==> config.mk <==
export PLATFORM = sky130hd
export DESIGN_NAME = sio_tx
export DESIGN_NICKNAME = d
export VERILOG_FILES = /design/src/rtl/sio_tx_pkg.sv /design/src/rtl/sio_tx_srcclk.sv /design/src/rtl/sio_tx_baud.sv /design/src/rtl/sio_tx_hold.sv /design/src/rtl/sio_tx_frame.sv /design/src/rtl/sio_tx.sv
export SDC_FILE = /design/constraint.sdc
export NUM_CORES = 1
export LEC_CHECK = 0
export CORE_MARGIN = 5
export CORE_UTILIZATION = 40
export DETAILED_ROUTE_END_ITERATION = 7
export REMOVE_ABC_BUFFERS = 1
export SETUP_SLACK_MARGIN = 0.4
export SYNTH_ARGS = -nofsm -noshare
export SYNTH_HDL_FRONTEND = slang
export SYNTH_HIERARCHICAL = 1
export SYNTH_SLANG_ARGS = --single-unit
==> constraint.sdc <==
create_clock -name clk_i -period 5.22 [get_ports clk_i]
set_input_delay 0.522 -clock clk_i [delete_from_list [all_inputs] [get_ports clk_i]]
set_output_delay 0.522 -clock clk_i [all_outputs]
set_load 0.02 [all_outputs]
==> src/rtl/sio_tx_pkg.sv <==
package sio_tx_pkg;
  localparam int unsigned DATA_W = 9;

  typedef enum logic [2:0] {ST_IDLE, ST_START, ST_DATA, ST_PAR, ST_STOP} tx_state_e;

  typedef struct packed {
    logic [3:0] nbits;
    logic       par_en;
    logic       stop2;
  } frame_cfg_t;

  function automatic logic [3:0] char_bits(input logic [1:0] code);
    case (code)
      2'b00:   char_bits = 4'd7;
      2'b10:   char_bits = 4'd9;
      default: char_bits = 4'd8;
    endcase
  endfunction
endpackage

==> src/rtl/sio_tx_srcclk.sv <==
module sio_tx_srcclk #(
  parameter int unsigned PRE_A = 8,
  parameter int unsigned PRE_B = 32
) (
  input  logic       clk_i,
  input  logic       rst_ni,
  input  logic [1:0] sel_i,
  input  logic       ext_tick_i,
  output logic       tick_o
);
  logic [1:0] pre_tick;

  for (genvar g = 0; g < 2; g++) begin : g_pre
    localparam int unsigned LIM = (g == 0) ? PRE_A : PRE_B;
    localparam int unsigned CW  = $clog2(LIM + 1);
    logic [CW-1:0] cnt_q;
    always_ff @(posedge clk_i or negedge rst_ni) begin
      if (!rst_ni)                    cnt_q <= '0;
      else if (cnt_q == CW'(LIM - 1)) cnt_q <= '0;
      else                            cnt_q <= cnt_q + 1'b1;
    end
    assign pre_tick[g] = (cnt_q == CW'(LIM - 1));
  end

  always_comb begin
    case (sel_i)
      2'd0:    tick_o = 1'b1;
      2'd1:    tick_o = pre_tick[0];
      2'd2:    tick_o = pre_tick[1];
      default: tick_o = ext_tick_i;
    endcase
  end
endmodule

==> src/rtl/sio_tx_baud.sv <==
module sio_tx_baud #(
  parameter int unsigned DIV_W = 8,
  parameter int unsigned OVS_W = 4
) (
  input  logic             clk_i,
  input  logic             rst_ni,
  input  logic             clr_i,
  input  logic             src_tick_i,
  input  logic [DIV_W-1:0] div_i,
  output logic             bit_tick_o
);
  localparam int unsigned CW = DIV_W + OVS_W;
  logic [CW-1:0] cnt_q;
  logic [CW-1:0] lim;

  // (n+1)*2^OVS_W - 1
  assign lim        = {div_i, {OVS_W{1'b1}}};
  assign bit_tick_o = src_tick_i && (cnt_q >= lim);

  always_ff @(posedge clk_i or negedge rst_ni) begin
    if (!rst_ni)         cnt_q <= '0;
    else if (clr_i)      cnt_q <= '0;
    else if (bit_tick_o) cnt_q <= '0;
    else if (src_tick_i) cnt_q <= cnt_q + 1'b1;
  end
endmodule

==> src/rtl/sio_tx_hold.sv <==
module sio_tx_hold #(
  parameter int unsigned DW = 9
) (
  input  logic          clk_i,
  input  logic          rst_ni,
  input  logic          wr_i,
  input  logic [DW-1:0] wr_data_i,
  input  logic          take_i,
  output logic          full_o,
  output logic [DW-1:0] data_o
);
  always_ff @(posedge clk_i or negedge rst_ni) begin
    if (!rst_ni) begin
      full_o <= 1'b0;
      data_o <= '0;
    end else if (wr_i) begin
      full_o <= 1'b1;
      data_o <= wr_data_i;
    end else if (take_i) begin
      full_o <= 1'b0;
    end
  end
endmodule

==> src/rtl/sio_tx_frame.sv <==
module sio_tx_frame
  import sio_tx_pkg::*;
#(
  parameter int unsigned DW = DATA_W
) (
  input  logic          clk_i,
  input  logic          rst_ni,
  input  logic          tx_en_i,
  input  logic          full_i,
  input  logic [DW-1:0] data_i,
  input  logic [1:0]    char_len_i,
  input  logic [1:0]    parity_i,
  input  logic          stop2_i,
  input  logic          irq_sel_i,
  input  logic          bit_tick_i,
  output logic          take_o,
  output logic          div_clr_o,
  output logic          busy_o,
  output logic          txd_o,
  output logic          irq_o
);
  tx_state_e     state_q;
  logic [DW-1:0] sr_q;
  logic [3:0]    bit_cnt_q;
  logic          stop_cnt_q;
  logic          par_q;
  frame_cfg_t    cfg_q, cfg_new;
  logic [DW-1:0] mask;
  logic          par_new, last_data, last_stop, frame_end, load;

  always_comb begin
    cfg_new.nbits  = char_bits(char_len_i);
    cfg_new.par_en = parity_i[1];
    cfg_new.stop2  = stop2_i;
    for (int i = 0; i < DW; i++) mask[i] = (4'(i) < cfg_new.nbits);
    par_new = (^(data_i & mask)) ^ parity_i[0];
  end

  assign last_data = (bit_cnt_q == cfg_q.nbits - 4'd1);
  assign last_stop = (stop_cnt_q == cfg_q.stop2);
  assign frame_end = (state_q == ST_STOP) && bit_tick_i && last_stop;
  assign load      = tx_en_i && full_i && ((state_q == ST_IDLE) || frame_end);
  assign take_o    = load;
  assign div_clr_o = (state_q == ST_IDLE);
  assign busy_o    = (state_q != ST_IDLE);

  always_ff @(posedge clk_i or negedge rst_ni) begin
    if (!rst_ni) begin
      state_q    <= ST_IDLE;
      sr_q       <= '0;
      bit_cnt_q  <= '0;
      stop_cnt_q <= 1'b0;
      par_q      <= 1'b0;
      cfg_q      <= '0;
      txd_o      <= 1'b1;
      irq_o      <= 1'b0;
    end else begin
      irq_o <= (load && !irq_sel_i) || (frame_end && irq_sel_i);
      if (load) begin
        state_q    <= ST_START;
        sr_q       <= data_i;
        cfg_q      <= cfg_new;
        par_q      <= par_new;
        bit_cnt_q  <= '0;
        stop_cnt_q <= 1'b0;
        txd_o      <= 1'b0;
      end else if (bit_tick_i) begin
        case (state_q)
          ST_START: begin
            state_q   <= ST_DATA;
            txd_o     <= sr_q[0];
            sr_q      <= sr_q >> 1;
            bit_cnt_q <= '0;
          end
          ST_DATA: begin
            if (last_data) begin
              if (cfg_q.par_en) begin
                state_q <= ST_PAR;
                txd_o   <= par_q;
              end else begin
                state_q    <= ST_STOP;
                txd_o      <= 1'b1;
                stop_cnt_q <= 1'b0;
              end
            end else begin
              bit_cnt_q <= bit_cnt_q + 4'd1;
              txd_o     <= sr_q[0];
              sr_q      <= sr_q >> 1;
            end
          end
          ST_PAR: begin
            state_q    <= ST_STOP;
            txd_o      <= 1'b1;
            stop_cnt_q <= 1'b0;
          end
          ST_STOP: begin
            if (last_stop) begin
              state_q <= ST_IDLE;
              txd_o   <= 1'b1;
            end else begin
              stop_cnt_q <= 1'b1;
            end
          end
          default: begin
            state_q <= ST_IDLE;
            txd_o   <= 1'b1;
          end
        endcase
      end
    end
  end
endmodule

==> src/rtl/sio_tx.sv <==
module sio_tx
  import sio_tx_pkg::*;
#(
  parameter int unsigned DIV_W = 8,
  parameter int unsigned OVS_W = 4,
  parameter int unsigned PRE_A = 8,
  parameter int unsigned PRE_B = 32
) (
  input  logic             clk_i,
  input  logic             rst_ni,
  input  logic             tx_en_i,
  input  logic             wr_i,
  input  logic [DATA_W-1:0] wr_data_i,
  input  logic [1:0]       char_len_i,
  input  logic [1:0]       parity_i,
  input  logic             stop2_i,
  input  logic             irq_sel_i,
  input  logic [1:0]       clk_sel_i,
  input  logic             ext_tick_i,
  input  logic [DIV_W-1:0] baud_div_i,
  output logic             txd_o,
  output logic             buf_empty_o,
  output logic             irq_o
);
  logic              src_tick, bit_tick, div_clr, take, full, busy;
  logic [DATA_W-1:0] buf_data;

  sio_tx_srcclk #(.PRE_A(PRE_A), .PRE_B(PRE_B)) u_src (
    .clk_i(clk_i), .rst_ni(rst_ni), .sel_i(clk_sel_i),
    .ext_tick_i(ext_tick_i), .tick_o(src_tick)
  );

  sio_tx_baud #(.DIV_W(DIV_W), .OVS_W(OVS_W)) u_baud (
    .clk_i(clk_i), .rst_ni(rst_ni), .clr_i(div_clr), .src_tick_i(src_tick),
    .div_i(baud_div_i), .bit_tick_o(bit_tick)
  );

  sio_tx_hold #(.DW(DATA_W)) u_hold (
    .clk_i(clk_i), .rst_ni(rst_ni), .wr_i(wr_i), .wr_data_i(wr_data_i),
    .take_i(take), .full_o(full), .data_o(buf_data)
  );

  sio_tx_frame #(.DW(DATA_W)) u_frame (
    .clk_i(clk_i), .rst_ni(rst_ni), .tx_en_i(tx_en_i), .full_i(full),
    .data_i(buf_data), .char_len_i(char_len_i), .parity_i(parity_i),
    .stop2_i(stop2_i), .irq_sel_i(irq_sel_i), .bit_tick_i(bit_tick),
    .take_o(take), .div_clr_o(div_clr), .busy_o(busy), .txd_o(txd_o),
    .irq_o(irq_o)
  );

  assign buf_empty_o = !full;
endmodule

# ---- After elaboration in Yosys (flattened, before gate mapping)
# Cells that the tools add are included.
dict set report totals {
  register_bits 58
  output_inout_bits 3
  input_bits 30
}
dict set report op_classes {
  bitwise 2
  muxes 35
  n_eq_ne 16
  order_cmp 10
  n_reduce_logical 24
  add_sub_neg 5
}
# op count
set op_table {}
lappend op_table {{12-bit 2-to-1 mux} 3}
lappend op_table {{9-bit 2-to-1 mux} 3}
lappend op_table {{9-bit case mux with 2 select lines} 1}
lappend op_table {{3-bit by 4-bit less-than comparator with 1-bit output, first input constant} 4}
lappend op_table {{4-bit 2-to-1 mux} 4}
lappend op_table {{4-bit case mux with 2 select lines} 2}
lappend op_table {{3-bit 2-to-1 mux} 5}
lappend op_table {{12-bit by 1-bit adder with 12-bit output, second input constant} 1}
lappend op_table {{12-bit greater-or-equal comparator} 1}
lappend op_table {{1-bit 2-to-1 mux} 12}
lappend op_table {{3-bit case mux with 4 select lines} 1}
lappend op_table {{9-bit AND} 1}
lappend op_table {{3-bit != test, second input constant} 3}
lappend op_table {{1-bit case mux with 3 select lines} 3}
lappend op_table {{9-bit XOR reduction} 1}
lappend op_table {{4-bit by 1-bit adder with 4-bit output, second input constant} 2}
lappend op_table {{1-bit by 4-bit less-than comparator with 1-bit output, first input constant} 2}
lappend op_table {{2-bit by 4-bit less-than comparator with 1-bit output, first input constant} 2}
lappend op_table {{1-bit logical AND} 7}
lappend op_table {{6-bit by 1-bit adder with 6-bit output, second input constant} 1}
lappend op_table {{3-bit by 2-bit equality test with 1-bit output, second input constant} 2}
lappend op_table {{6-bit by 5-bit equality test with 1-bit output, second input constant} 1}
lappend op_table {{6-bit 2-to-1 mux} 1}
lappend op_table {{3-bit by 1-bit != test with 1-bit output, second input constant} 2}
lappend op_table {{20 further kinds} 27}

# ---- Logic depth before layout (Yosys ltp)
# Gate-level depths: netlist (run 1).
dict set report depth {
  depth_word 9
  mapped_depth 14
}

# ---- Cells and area by module
# Netlist (run 1), hierarchy kept.
# mod instances area_each_um2 cells_each
set modules_own_cells {}
lappend modules_own_cells {sio_tx_frame 1 1516.5 138}
lappend modules_own_cells {sio_tx_baud 1 954.7 104}
lappend modules_own_cells {sio_tx_srcclk 1 419.2 36}
lappend modules_own_cells {sio_tx_hold 1 409.1 22}
lappend modules_own_cells {sio_tx 1 3.8 1}

# ---- Worst setup path before layout (run 1)
# No wires, ideal clock.
dict set report synth_timing {
  path_kind {input port to flip-flop}
  startpoint {in baud_div_i[1]}
  endpoint {reg u_frame.sr_q[5]}
  setup_time_ns 0.125
  path_slack_ns 2.100
  required_ns 5.095
  path_stages 14
  t_arrival_ns 2.996
  cell_sequence {inv_1 -> ha_1 -> a211oi_2 -> nor2_1 -> nor3_4 -> o21ai_4 -> and2_1 -> inv_1 -> or2_2 -> a21o_4 -> inv_6 -> buf_12 -> mux2_4 -> mux2_2}
}
dict set report synth_via {
  elab_chain_len 8
  elab_cells_between_ends 11
  classes_between {1 x order compare; 1 x eq/ne; 1 x mux; 8 x reduce/logical}
}
# element line
set synth_rtl {}
lappend synth_rtl {{start, declared} sio_tx.sv:20} ;# input logic [DIV_W-1:0] baud_div_i,
lappend synth_rtl {{12-bit greater-or-equal comparator *} sio_tx_baud.sv:18} ;# assign bit_tick_o = src_tick_i && (cnt_q >= lim);
lappend synth_rtl {{1-bit logical AND *} sio_tx_baud.sv:18}
lappend synth_rtl {{net bit_tick} sio_tx.sv:25} ;# logic src_tick, bit_tick, div_clr, take, full, busy;
lappend synth_rtl {{1-bit logical AND * (2 in series)} sio_tx_frame.sv:41} ;# assign frame_end = (state_q == ST_STOP) && bit_tick_i && last_stop;
lappend synth_rtl {{1-bit logical OR *} sio_tx_frame.sv:42} ;# assign load = tx_en_i && full_i && ((state_q == ST_IDLE) || frame_end);
lappend synth_rtl {{1-bit logical AND *} sio_tx_frame.sv:42}
lappend synth_rtl {{net take} sio_tx.sv:25}
lappend synth_rtl {{3-bit != test (no line), or another cell as far along} n/a}
lappend synth_rtl {{3-bit AND reduction (no line)} n/a}
lappend synth_rtl {{end signal, assigned} sio_tx_frame.sv:61} ;# sr_q <= data_i;
lappend synth_rtl {{end signal, assigned} sio_tx_frame.sv:72} ;# sr_q <= sr_q >> 1;
lappend synth_rtl {{end signal, assigned} sio_tx_frame.sv:88} ;# sr_q <= sr_q >> 1;
lappend synth_rtl {{end, declared} sio_tx_frame.sv:23} ;# logic [DW-1:0] sr_q;
# The timed path passes the listed nets; every way through them passes the cells marked *.
# A chain may end at the register's enable or synchronous reset.

# ---- Worst setup path in the final report (run 1)
dict set report layout_timing {
  startpoint {in baud_div_i[6]}
  endpoint {reg u_frame.sr_q[0]}
}
# The elaborated chain is that of the path after synthesis.

==> results of run 1 <==
==> area by class of cell <==
cell class                 instances  area share
multi-input combinational        216       0.443
clock inverter                     6      0.0169
clock buffer                      10      0.0351
inverter                          20      0.0204
tap                              105      0.0335
timing repair buffer              35      0.0863
sequential                        57       0.365
==> through the flow <==
| step | hold WS (ns) | worst slack (ns) | power (uW) |
|---|---|---|---|
| 2_1_floorplan | 0.226 | 2.10 | 853 |
| 3_3_place_gp | 0.455 | 1.43 | 951 |
| 3_5_place_dp | 0.462 | 1.31 | 958 |
| 4_1_cts | 0.348 | 1.68 | 1390 |
| 5_1_grt | 0.391 | 1.51 | 1450 |
| 6_report | 0.318 | 1.66 | 1370 |
==> cells in the final DEF, fill, tap and decap left out, types with 5 or more instances in the layout <==
cell / instances
a211oi_2: 7
a21oi_1: 8
clkbuf_8: 10
clkdlybuf4s50_1: 31
dfrtp_1: 56
ha_1: 14
inv_1: 19
mux2_2: 14
mux2_4: 13
nand2_1: 28
nand3_1: 7
nand4_1: 5
nor2_1: 21
nor3_1: 7
o21ai_0: 9
xnor2_1: 13
xor2_1: 10
==> power breakdown <==
group	internal (uW)	switching, uW	total [uW]
registers	526	75.7	601
clock network	234	187	421
logic	197	147	344
==> path summary, 6_finish.rpt <==
| check | start | end |
|---|---|---|
| setup reg to reg | u_baud/cnt_q[9] | u_frame/sr_q[0] |
| hold reg to reg | u_src/g_pre[0].cnt_q[0] | u_src/g_pre[0].cnt_q[0] |
| max in group asynchronous | rst_ni | u_frame/stop_cnt_q |
| hold / removal | rst_ni | u_src/g_pre[0].cnt_q[0] |
| setup / recovery | baud_div_i[6] | u_frame/sr_q[0] |
| min in group clk_i | u_src/g_pre[0].cnt_q[0] | u_src/g_pre[0].cnt_q[0] |
==> worst max-delay path, cell delays in order <==
cell and delay, ns:
clkdlybuf4s50_1 0.45, inv_1 0.04, ha_1 0.30, nand4_1 0.32, o21ai_4 0.43, and2_1 0.22
inv_1 0.11, or2_2 0.34, a21o_4 0.29, inv_6 0.15, mux2_2 0.34, mux2_2 0.26
==> flip-flops by register name (all words and copies together) (netlist names) <==
register            cells
u_frame/par_q           1
u_src/g_pre.cnt_q      10
u_frame/state_q         3
u_frame/txd_o           1
u_frame/cfg_q           5
u_frame/stop_cnt_q      1
u_baud/cnt_q           12
u_frame/bit_cnt_q       4
u_hold/full_o           1
u_hold/data_o           9
u_frame/sr_q            9
u_frame/irq_o           1
==> routing by layer <==
layer	routed length, um	GRT usage	up-vias	share of wire
met5	0	0	-	0
met4	136	0.0674	0	0.022
met3	183	0.0256	12	0.029
met2	2900	0.213	33	0.46
met1	3060	0.175	1119	0.49
li1	-	-	1138	-
==> results.yml, run 1 <==
sta:
  tightest_slew_ns: 0.714
  finalMaxSlewViolations: 0
  fin_crit_ns: 3.56
  fin_crit_sh: 0.681
  setup_viol: 0
  max_freq_ghz: 0.281
  setup_tns_ns: 0
  skew_ns: 0.00672
  relSlewSlack: 0.524
  finalHoldViolCount: 0
  rsz0062_at_grt: "no"
clock_tree:
  clock_sinks: 57
  cts_tree: "done"
  cts_resized: 0
  cts_buffer_depth: 2
  htree_num_levels: 3
  clkTransAtPathRegs_ns: 0.07
  cts_made_buffers: 9
  postCtsSetupBuffers: 0
  clk_latency_ns: 0.33
  cts_root_buffer: "clkbuf_8"
  holdBufCountCts: 0
floorplan:
  std_cell_rows: 33
  die_x_um: 101
  initial_core_util: 0.406
  io_pins: 33
  core_area_um2: 8130
  die_h_um: 101
  die_area_um2: 10200
global_route:
  grt_pass1_vias: 2407
  antenna_found_initial: 0
  grt_pass1_wl_um: 10900
  grt-ovfl-total: 0
  grt.total_usage: 0.134
  grt_max_degree: 58
synth:
  netlist_area_um2: 3300
  syn-instance-count: 300
  yosysWarnings: 6
  synth.avg_cell_area_um2: 11.0
power:
  powerDensity_nw_per_um2: 349
  cellLeakagePower_uw: 0.00176
  vdd_drop_max_uv: 123
layout:
  drive_gt1_frac: 0.230
  nNetsFinal: 383
  seq_area_um2: 1430
  final_cells: 449
  fin_area_um2: 3920
  area_growth_pct: 18.7
  multiInputGateArea_um2: 1740
  nFillCells: 760
  final_core_util: 0.481
  antenna_cells: 0
detailed_routing:
  drt-pass1-iter-count: 4
  ant_nets: 0
  wirelength_um: 6280
  wire_per_inst_um: 14.0
  via_per_inst: 5.13
  dr_total_vias: 2302
  drcViolationCount: 0
  dr.first_iter.drc_count: 83
critical_path:
  r2r_setup_slack_ns: 1.88
  crit_type: "in2reg"
  startpoint_type: "input pin"
  arrival_ns: 3.78
  cp_max_fo: 15
  worstPathRequired_ns: 5.44
  cp-end-kind: "flip-flop"
  reg2reg_depth: 10
flow_run:
  drv_cap: 0
placement:
  place_area_um2: 3710
  dp_cells: 433
  gp_congestion: 0.798
  dp_hpwl_um: 4590
  numPortBuffers: 32
min_path:
  timing.hold.worst.class: "in2async"
run_status:
  outcome: "finished, final reports clean"
(Power assumes the default switching activity.)
==> run 2, diff against run 1 <==
==> constraint.sdc (replaced) <==
create_clock -name clk_i -period 3.5 [get_ports clk_i]
set_input_delay 0.35 -clock clk_i [delete_from_list [all_inputs] [get_ports clk_i]]
set_output_delay 0.35 -clock clk_i [all_outputs]
set_load 0.02 [all_outputs]
==> run 2 against run 1 <==
  * Sequential share of layout area down 0.47 points
  * Via count increased by 1.4%
  * Hold slack worse by 0.26 ns
  * Wire length rose by 2.9%
  * Combinational power up 51%
  * Die area unchanged
  * First-iteration DRC count up 23%
  * Highest routed layer unchanged
==> results.yml, run 2 (synthesis results as in run 1) <==
detailed_routing:
  via_per_inst: 5.15
  dr_total_vias: 2335
  dr.first_iter.drc_count: 102
  wirelength_um: 6460
  ant_nets: 0
  wire_per_inst_um: 14.3
  drcViolationCount: 0
  drt-pass1-iter-count: 4
global_route:
  grt_pass1_wl_um: 10700
  grt.total_usage: 0.134
  grt-ovfl-total: 0
  grt_max_degree: 31
  antenna_found_initial: 0
  met3_usage: 0.0249
  use_met2: 0.205
  grt_pass1_vias: 2209
  grt_use_met1: 0.183
  grt-busiest-layer: "met2"
floorplan:
  core_area_um2: 8130
  die_x_um: 101
  die_area_um2: 10200
  io_pins: 33
  die_h_um: 101
  initial_core_util: 0.406
  std_cell_rows: 33
clock_tree:
  cts_made_buffers: 9
  clk_latency_ns: 0.33
  clock_sinks: 57
  cts_buffer_depth: 2
  cts_tree: "done"
  postCtsSetupBuffers: 0
  cts_resized: 0
  cts_root_buffer: "clkbuf_8"
  clkTransAtPathRegs_ns: 0.07
  htree_num_levels: 3
  holdBufCountCts: 0
critical_path:
  reg2reg_depth: 11
  cp_max_fo: 15
  cp-end-kind: "flip-flop"
  worstPathRequired_ns: 3.71
  arrival_ns: 3.16
  crit_type: "in2reg"
  startpoint_type: "input pin"
layout:
  regMostFlops: "u_baud/cnt_q"
  layout_common_cells: "56 x dfrtp_1, 31 x clkdlybuf4s50_1, 28 x nand2_1"
  reg_top3: "u_baud/cnt_q: 12 flops, u_src/g_pre.cnt_q: 10 flops"
  final_common_cell: "dfrtp_1"
  largest_reg_flops: 12
  nFillCells: 752
  nNetsFinal: 388
  fin_area_um2: 3970
  area_growth_pct: 20.3
  antenna_cells: 0
  drive_gt1_frac: 0.233
placement:
  gp_congestion: 0.750
  numPortBuffers: 32
  dp_hpwl_um: 4670
  place_area_um2: 3750
power:
  powerDensity_nw_per_um2: 526
  vdd_drop_max_uv: 226
  cellLeakagePower_uw: 0.00179
sta:
  setup_viol: 0
  tightest_slew_ns: 0.682
  max_freq_ghz: 0.339
  finalHoldViolCount: 0
  fin_crit_ns: 2.95
  setup_tns_ns: 0
  relSlewSlack: 0.545
  rsz0062_at_grt: "no"
  skew_ns: 0.00903
  fin_crit_sh: 0.842
  finalMaxSlewViolations: 0
min_path:
  timing.hold.worst.class: "in2async"
run_status:
  outcome: "finished, final reports clean"
flow_run:
  drv_cap: 0
run 2: changes by cell type in the layout (fill, tap and decap cells not counted), sizes merged:
cell      change
inv           -1
clkinvlp      -3
bufinv        +1
buf           +5
clkbuf        +2
run 2: power by group:
part,switching (uW),leakage [uW],internal [uW]
Clock,255,0.000106,416
Combinational,226,0.000966,296
Sequential,111,0.000718,784
run 2: final cells by class:
class                      count  area (um^2)  area share
multi-input combinational    216         1740       0.439
sequential                    57         1430       0.360
timing repair buffer          40          375      0.0946
clock buffer                  12          145      0.0366
tap                          105          131      0.0331
inverter                      20         80.1      0.0202
clock inverter                 3         65.1      0.0164
run 2: final timing paths:
check / startpoint / to / slack [ns]
setup / recovery: baud_div_i[1] / u_frame/sr_q[0] / 0.55
hold / removal: rst_ni / u_src/g_pre[1].cnt_q[3] / 0.06
setup reg to reg: u_src/g_pre[1].cnt_q[0] / u_frame/sr_q[0] / 0.58
hold reg to reg: u_src/g_pre[0].cnt_q[0] / u_src/g_pre[0].cnt_q[0] / 0.45
max in group asynchronous: rst_ni / u_frame/txd_o / 2.57
min in group clk_i: u_src/g_pre[0].cnt_q[0] / u_src/g_pre[0].cnt_q[0] / 0.45
run 2: layer usage:
layer  vias to the layer above  routed length [um]
met2                        52                2990
met1                      1124                3090
li1                       1151                   -
met4                         0                 125
met3                         8                 265
met5                         -                   0
run 2: worst max-delay path, stage by stage:
cell             delay (ns)
clkdlybuf4s50_1        0.45
inv_1                  0.04
ha_1                   0.30
nand4_1                0.10
nor2_1                 0.17
nor3_4                 0.09
o21ai_4                0.12
and2_1                 0.15
inv_1                  0.05
or2_2                  0.32
a21o_4                 0.27
inv_6                  0.15
mux2_2                 0.34
mux2_2                 0.26
run 2: stage by stage:
| stage | power [uW] | util | cells | setup slack [ns] | hold slack, ns |
|---|---|---|---|---|---|
| after detailed placement | 1430 | 0.461 | 438 | 0.199 | 0.432 |
| after global routing | 2210 | 0.488 | 453 | 0.405 | 0.116 |
| after floorplan | 1270 | - | 293 | 0.422 | 0.0544 |
| after global placement | 1420 | 0.461 | 438 | 0.253 | 0.435 |
| final | 2090 | 0.488 | 453 | 0.554 | 0.0577 |
| after CTS | 2110 | 0.487 | 453 | 0.563 | 0.0739 |
